--- src/rtl/rxb_pkg.sv ---
package rxb_pkg;

   typedef enum logic [1:0] {
      ST_HUNT = 2'd0,
      ST_SOF  = 2'd1,
      ST_GAP  = 2'd2,
      ST_CHAR = 2'd3
   } rx_state_t;

   localparam int CHAR_BITS = 10;
   localparam int DATA_BITS = 8;

endpackage

--- src/rtl/rxb_phase.sv ---
module rxb_phase #(
   parameter int OVERSAMPLE = 4
) (
   input  logic clk,
   input  logic rst_n,
   input  logic clr,
   input  logic adv,
   output logic at_mid
);
   localparam int PW = $clog2(OVERSAMPLE);
   localparam logic [PW-1:0] MID_PH = PW'(OVERSAMPLE / 2 - 1);
   localparam bit POW2 = ((OVERSAMPLE & (OVERSAMPLE - 1)) == 0);

   logic [PW-1:0] ph;
   logic [PW-1:0] ph_inc;

   generate
      if (OVERSAMPLE < 2) begin : g_bad_os
         $error("rxb_phase: OVERSAMPLE must be at least 2");
      end
      if (POW2) begin : g_wrap
         assign ph_inc = ph + PW'(1);
      end else begin : g_cmp
         localparam logic [PW-1:0] LAST_PH = PW'(OVERSAMPLE - 1);
         assign ph_inc = (ph == LAST_PH) ? '0 : ph + PW'(1);
      end
   endgenerate

   always_ff @(posedge clk or negedge rst_n) begin
      if (!rst_n) begin
         ph <= '0;
      end else if (clr) begin
         ph <= '0;
      end else if (adv) begin
         ph <= ph_inc;
      end
   end

   assign at_mid = (ph == MID_PH);

endmodule

--- src/rtl/rxb_run_timer.sv ---
module rxb_run_timer #(
   parameter int ZERO_MIN = 10,
   parameter int ZERO_MAX = 12,
   parameter int GAP_MAX  = 25
) (
   input  logic clk,
   input  logic rst_n,
   input  logic z_clr,
   input  logic z_inc,
   input  logic g_clr,
   input  logic g_inc,
   output logic z_enough,
   output logic z_limit,
   output logic g_limit
);
   localparam int ZW = $clog2(ZERO_MAX + 2);
   localparam int GW = $clog2(GAP_MAX + 2);

   logic [ZW-1:0] zcnt;
   logic [GW-1:0] gcnt;

   generate
      if (ZERO_MIN < 1 || ZERO_MIN > ZERO_MAX) begin : g_bad_zero
         $error("rxb_run_timer: need 1 <= ZERO_MIN <= ZERO_MAX");
      end
      if (GAP_MAX < 1) begin : g_bad_gap
         $error("rxb_run_timer: GAP_MAX must be at least 1");
      end
   endgenerate

   // zero-bit run length of the start-of-frame
   always_ff @(posedge clk or negedge rst_n) begin
      if (!rst_n) begin
         zcnt <= '0;
      end else if (z_clr) begin
         zcnt <= '0;
      end else if (z_inc && zcnt <= ZW'(ZERO_MAX)) begin
         zcnt <= zcnt + ZW'(1);
      end
   end

   // high samples spent waiting for a start bit
   always_ff @(posedge clk or negedge rst_n) begin
      if (!rst_n) begin
         gcnt <= '0;
      end else if (g_clr) begin
         gcnt <= '0;
      end else if (g_inc && gcnt <= GW'(GAP_MAX)) begin
         gcnt <= gcnt + GW'(1);
      end
   end

   assign z_enough = (zcnt >= ZW'(ZERO_MIN));
   assign z_limit  = (zcnt >= ZW'(ZERO_MAX));
   assign g_limit  = (gcnt >= GW'(GAP_MAX));

endmodule

--- src/rtl/rxb_char_shift.sv ---
module rxb_char_shift
   import rxb_pkg::*;
(
   input  logic                 clk,
   input  logic                 rst_n,
   input  logic                 clr,
   input  logic                 shift,
   input  logic                 bit_in,
   output logic                 last_slot,
   output logic                 good,
   output logic                 eof,
   output logic [DATA_BITS-1:0] data
);
   localparam int BW = $clog2(CHAR_BITS);

   logic [CHAR_BITS-2:0] sh;
   logic [CHAR_BITS-1:0] nxt;
   logic [BW-1:0]        bcnt;

   // newest bit enters at the top, older bits move toward bit 0
   assign nxt = {bit_in, sh};

   always_ff @(posedge clk or negedge rst_n) begin
      if (!rst_n) begin
         sh   <= '0;
         bcnt <= '0;
      end else if (clr) begin
         sh   <= '0;
         bcnt <= '0;
      end else if (shift) begin
         sh   <= nxt[CHAR_BITS-1:1];
         bcnt <= bcnt + BW'(1);
      end
   end

   assign last_slot = (bcnt == BW'(CHAR_BITS - 1));
   assign good      = nxt[CHAR_BITS-1] & ~nxt[0];
   assign eof       = (nxt == '0);
   assign data      = nxt[DATA_BITS:1];

endmodule

--- src/rtl/rxb_frame_rx.sv ---
module rxb_frame_rx
   import rxb_pkg::*;
#(
   parameter int MAX_BYTES     = 256,
   parameter int OVERSAMPLE    = 4,
   parameter int SOF_MIN_ZEROS = 10,
   parameter int SOF_MAX_ZEROS = 12,
   parameter int GAP_MAX       = 25,
   localparam int IDX_W = $clog2(MAX_BYTES),
   localparam int CNT_W = $clog2(MAX_BYTES + 1)
) (
   input  logic                 clk,
   input  logic                 rst_n,
   input  logic                 smp_valid,
   input  logic                 smp_bit,
   output logic                 wr_en,
   output logic [DATA_BITS-1:0] wr_data,
   output logic [IDX_W-1:0]     wr_index,
   output logic [CNT_W-1:0]     byte_count,
   output logic                 frame_done,
   output logic                 sync_active,
   output logic                 rx_error
);
   generate
      if (MAX_BYTES < 2) begin : g_bad_max
         $error("rxb_frame_rx: MAX_BYTES must be at least 2");
      end
   endgenerate

   rx_state_t st, st_n;

   logic ph_clr, ph_adv, at_mid;
   logic z_clr, z_inc, g_clr, g_inc;
   logic z_enough, z_limit, g_limit;
   logic ch_clr, ch_shift, ch_last, ch_good, ch_eof;
   logic [DATA_BITS-1:0] ch_data;
   logic wr_n, err_n, done_n, cnt_clr, cnt_inc, cnt_full;
   logic smp_mid;

   rxb_phase #(.OVERSAMPLE(OVERSAMPLE)) u_phase (
      .clk    (clk),
      .rst_n  (rst_n),
      .clr    (ph_clr),
      .adv    (ph_adv),
      .at_mid (at_mid)
   );

   rxb_run_timer #(
      .ZERO_MIN (SOF_MIN_ZEROS),
      .ZERO_MAX (SOF_MAX_ZEROS),
      .GAP_MAX  (GAP_MAX)
   ) u_timer (
      .clk      (clk),
      .rst_n    (rst_n),
      .z_clr    (z_clr),
      .z_inc    (z_inc),
      .g_clr    (g_clr),
      .g_inc    (g_inc),
      .z_enough (z_enough),
      .z_limit  (z_limit),
      .g_limit  (g_limit)
   );

   rxb_char_shift u_char (
      .clk       (clk),
      .rst_n     (rst_n),
      .clr       (ch_clr),
      .shift     (ch_shift),
      .bit_in    (smp_bit),
      .last_slot (ch_last),
      .good      (ch_good),
      .eof       (ch_eof),
      .data      (ch_data)
   );

   assign smp_mid  = smp_valid & at_mid;
   assign cnt_full = (byte_count == CNT_W'(MAX_BYTES - 1));

   always_comb begin
      st_n     = st;
      ph_clr   = 1'b0;
      ph_adv   = 1'b0;
      z_clr    = 1'b0;
      z_inc    = 1'b0;
      g_clr    = 1'b0;
      g_inc    = 1'b0;
      ch_clr   = 1'b0;
      ch_shift = 1'b0;
      wr_n     = 1'b0;
      err_n    = 1'b0;
      done_n   = 1'b0;
      cnt_clr  = 1'b0;
      cnt_inc  = 1'b0;
      if (smp_valid) begin
         case (st)
            ST_HUNT: begin
               if (!smp_bit) begin
                  st_n    = ST_SOF;
                  ph_clr  = 1'b1;
                  z_clr   = 1'b1;
                  cnt_clr = 1'b1;
               end
            end
            ST_SOF: begin
               ph_adv = 1'b1;
               if (smp_mid) begin
                  if (smp_bit) begin
                     if (z_enough) begin
                        st_n  = ST_GAP;
                        g_clr = 1'b1;
                     end else begin
                        st_n  = ST_HUNT;
                        err_n = 1'b1;
                     end
                  end else begin
                     z_inc = 1'b1;
                     if (z_limit) begin
                        st_n  = ST_HUNT;
                        err_n = 1'b1;
                     end
                  end
               end
            end
            ST_GAP: begin
               if (smp_bit) begin
                  g_inc = 1'b1;
                  if (g_limit) begin
                     st_n  = ST_HUNT;
                     err_n = 1'b1;
                  end
               end else begin
                  st_n   = ST_CHAR;
                  ph_clr = 1'b1;
                  ch_clr = 1'b1;
               end
            end
            ST_CHAR: begin
               ph_adv = 1'b1;
               if (smp_mid) begin
                  ch_shift = 1'b1;
                  if (ch_last) begin
                     if (ch_good) begin
                        wr_n    = 1'b1;
                        cnt_inc = 1'b1;
                        if (cnt_full) begin
                           st_n  = ST_HUNT;
                           err_n = 1'b1;
                        end else begin
                           st_n  = ST_GAP;
                           g_clr = 1'b1;
                        end
                     end else if (ch_eof) begin
                        st_n   = ST_HUNT;
                        done_n = (byte_count != '0);
                     end else begin
                        st_n  = ST_HUNT;
                        err_n = 1'b1;
                     end
                  end
               end
            end
            default: st_n = ST_HUNT;
         endcase
      end
   end

   always_ff @(posedge clk or negedge rst_n) begin
      if (!rst_n) begin
         st <= ST_HUNT;
      end else begin
         st <= st_n;
      end
   end

   always_ff @(posedge clk or negedge rst_n) begin
      if (!rst_n) begin
         byte_count <= '0;
      end else if (cnt_clr || frame_done) begin
         byte_count <= '0;
      end else if (cnt_inc) begin
         byte_count <= byte_count + CNT_W'(1);
      end
   end

   always_ff @(posedge clk or negedge rst_n) begin
      if (!rst_n) begin
         wr_en      <= 1'b0;
         wr_data    <= '0;
         wr_index   <= '0;
         frame_done <= 1'b0;
         rx_error   <= 1'b0;
      end else begin
         wr_en      <= wr_n;
         frame_done <= done_n;
         rx_error   <= err_n;
         if (wr_n) begin
            wr_data  <= ch_data;
            wr_index <= byte_count[IDX_W-1:0];
         end
      end
   end

   assign sync_active = (st == ST_GAP) || (st == ST_CHAR);

endmodule

--- config.mk ---
export PLATFORM = sky130hd
export DESIGN_NAME = rxb_frame_rx
export DESIGN_NICKNAME = d
export VERILOG_FILES = /design/src/rtl/rxb_pkg.sv /design/src/rtl/rxb_phase.sv /design/src/rtl/rxb_run_timer.sv /design/src/rtl/rxb_char_shift.sv /design/src/rtl/rxb_frame_rx.sv
export SDC_FILE = /design/constraint.sdc
export NUM_CORES = 1
export LEC_CHECK = 0
export ABC_AREA = 1
export CORE_UTILIZATION = 30
export DETAILED_ROUTE_END_ITERATION = 6
export SYNTH_ARGS = -nofsm -noshare
export SYNTH_HDL_FRONTEND = slang
export SYNTH_SLANG_ARGS = --single-unit
export TNS_END_PERCENT = 10
--- constraint.sdc ---
create_clock -name clk -period 2.47 [get_ports clk]
set_clock_uncertainty 0.05 [all_clocks]
set_input_delay 0.741 -clock clk [delete_from_list [all_inputs] [get_ports clk]]
set_output_delay 0.741 -clock clk [all_outputs]
set_load 0.01 [all_outputs]
==> flow_metrics.env <==
export IMPL_powerDensity_nw_per_um2=553
export IMPL_synth_cells=322
export IMPL_dpl_instance_area_um2=3210
export IMPL_slowest_delay_ps=610
export IMPL_yosys_area_top_type_share=0.501
export IMPL_clockBufferDepth=2
export IMPL_multi_input_area_um2=1140
export IMPL_critPathRequiredTime_ps=1680
export IMPL_area_growth_pct=21.9
export IMPL_grt_overflow=0
export IMPL_cp_end_kind="output port"
export IMPL_cap_viol_max_count=0
export IMPL_max_clock_freq_mhz=461
export IMPL_timing_final_crit_share=0.878
export IMPL_via_per_inst=4.65
export IMPL_synth_top_family_by_area="simple AND/OR/NAND/NOR gates"
export IMPL_worstSetupPathType="flip-flop to output port"
export IMPL_dp_hpwl_um=4270
export IMPL_cts_tree="yes"
export IMPL_status="finished clean"
export IMPL_worst_pin_slew_ps=502
export IMPL_core_area_um2=8720
export IMPL_rrSetupSlack_ps=540
export IMPL_dieArea_um2=9380
export IMPL_drc=0
export IMPL_die_w_um=96.8
export IMPL_synth_mux_area_frac=0
export IMPL_grt_pass1_vias=2215
export IMPL_hold_class="input port to async pin"
export IMPL_slew_viol_final=0
export IMPL_worstPathArrival_ps=1380
export IMPL_dr_total_vias=2204
export IMPL_synth_compound_area_frac=0.109
export IMPL_final_seq_area_um2=1350
export IMPL_dr_pass1_iters=6
export IMPL_h_tree_depth=2
export IMPL_path_cells="clkdlybuf4s50_1"
export IMPL_wl_per_cell_um=11.9
export IMPL_slowest_stage="clkdlybuf4s50_1"
export IMPL_cts_buffers=5
export IMPL_clk_latency_ps=310
export IMPL_clk_pin_slew_ps=100
export IMPL_max_slew_margin_rel=0.662
export IMPL_min_period_ps=2170
export IMPL_nets=380
export IMPL_r2r_start="byte_count[0]"
export IMPL_design_area_um2=3290
export IMPL_vdd_ir_drop_worst_mv=0.197
export IMPL_syn_nets=336
export IMPL_p_leak_nw=1.53
export IMPL_synth_cell_types=30
export IMPL_synth_area_um2=2700
export IMPL_setup_worst_path_start="frame_done"
export IMPL_cts_sinks=54
export IMPL_worst_path_stages=1
export IMPL_cts_hold_fix_buffers=0
export IMPL_clock_root_buffer="clkbuf_8"
export IMPL_globalplace_congestion=0.798
export IMPL_synth_xor_xnor_area_share=0.00974
export IMPL_crit_fanout=2
export IMPL_grtUsageTotal=0.129
export IMPL_drt_initial_drc_count=81
export IMPL_crit_path_end="frame_done"
export IMPL_rsz0062_at_grt="no"
export IMPL_holdWs_ps=332
export IMPL_grt_max_degree=34
export IMPL_r2r_end="u_timer.gcnt[4]"
export IMPL_synth_seq_cells=54
export IMPL_start_kind="flip-flop"
export IMPL_netlist_top_cells_area="dfrtp_1, nand2_1, inv_1"
export IMPL_dieHeight_um=96.8
export IMPL_setup_tns_ps=0
export IMPL_synth_top_cell_by_area="dfrtp_1"
export IMPL_io_buffers=32
export IMPL_nFillCells=908
export IMPL_yosys_area_share_adder=0.0464
export IMPL_antenna_found_initial=0
export IMPL_hold_viol_final=0
export IMPL_ys_seq_area_frac=0.501
export IMPL_antenna_cells=0
export IMPL_syn_area_per_cell_um2=8.38
export IMPL_ff2ff_path_depth=13
export IMPL_ant_nets=0
export IMPL_io_pins=33
export IMPL_cp_top_family="buffers and inverters"
export IMPL_ys_warn_count=0
export IMPL_cts_post_setup_buffers_inserted=0
export IMPL_initial_core_util=0.309
export IMPL_crit_buf_inv=1
export IMPL_rows=34
export IMPL_grt_first_pass_wirelength_um=10000
export IMPL_cts_resized=0
export IMPL_synthSimpleGateAreaFrac=0.256
export IMPL_drive_gt1_frac=0.0820
export IMPL_routed_wl_um=5630
export IMPL_setup_viol=0
-- worst min path at each step --
stage	startpoint	end	slack, ps
finish	rst_n	wr_data[2]	330
global route	rst_n	wr_data[2]	380
CTS	rst_n	wr_data[2]	360
detailed placement	wr_data[6]	wr_data[6]	440
global placement	wr_data[2]	wr_data[2]	430
floorplan	rst_n	byte_count[0]	400
-- registers in the layout (all words and copies together), names as in the netlist --
signal / cells
byte_count: 9
u_char.sh: 9
wr_data: 8
wr_index: 8
u_timer.gcnt: 5
u_char.bcnt: 4
u_timer.zcnt: 4
st: 2
u_phase.ph: 2
frame_done: 1
rx_error: 1
wr_en: 1
-- worst register-to-register path, delay by kind of cell, from the launching register on --
kind	cells	cell delay [ps]
and+or+nand+nor	8	660
buffers and inverters	3	230
DFF	1	430
adders and majority gates	2	470
-- synthesized netlist by cell type, drive strengths merged --
| master | number |
|---|---|
| nand2 | 77 |
| dfrtp | 54 |
| inv | 46 |
| nor2 | 35 |
| o21ai | 29 |
| nand3 | 22 |
| o22ai | 11 |
| ha | 10 |
| a21oi | 9 |
| nor3 | 8 |
| nand4 | 6 |
| buf | 4 |
| o21a | 2 |
| xor2 | 2 |
| a31oi | 1 |
| clkbuf | 1 |
| clkinv | 1 |
| nor4 | 1 |
| o21bai | 1 |
| o31ai | 1 |
| xnor2 | 1 |
-- logic make-up after synthesis --
logic type | after synthesis
XOR/XNOR | 3
adder cells (fa/ha/maj) | 10
AO/OA/AOI/OAI | 54
buffers and inverters | 52
AND/OR/NAND/NOR | 149
flip-flops | 54
-- layout make-up --
type,instances,area share
clock buffers,5,0.0209
clock inverters,2,0.00419
inverters,47,0.0540
multi-input cells,216,0.346
flip-flops and latches,54,0.411
well taps,108,0.0411
repair buffers,42,0.123
-- metal layers --
layer	GRT usage	vias up	wire, um
met4	0.0310	0	39
met5	0	-	0
met3	0.0260	4	154
li1	-	1128	-
met2	0.221	27	2800
met1	0.165	1045	2630
-- through the flow --
step / power, mW / instances / worst slack (ps) / utilization
floorplan: 1.23 / 322 / 718 / -
global placement: 1.33 / 467 / 121 / 0.368
detailed placement: 1.35 / 467 / 72.3 / 0.368
CTS: 1.85 / 474 / 276 / 0.377
global route: 1.94 / 474 / 253 / 0.377
finish: 1.82 / 474 / 300 / 0.377
-- where the power goes --
part           total, mW  internal [mW]  leakage (nW)  switching, mW
Sequential          1.00          0.941         0.688         0.0625
Combinational      0.316          0.118         0.803          0.198
Clock              0.497          0.197        0.0444          0.300
-- cell usage in the layout (no fill, tap or decap), drive strengths merged, types with 2 or more instances in the layout --
cell type,instances
clkbuf,5
o21ai,29
o22ai,11
inv,47
clkdlybuf4s50,31
o21a,2
clkinv,2
buf,11
nor3,8
nor2,35
ha,10
nand2,77
a21oi,9
dfrtp,54
xor2,2
nand4,6
nand3,22
No activity file was read; power rests on OpenSTA's default activity.
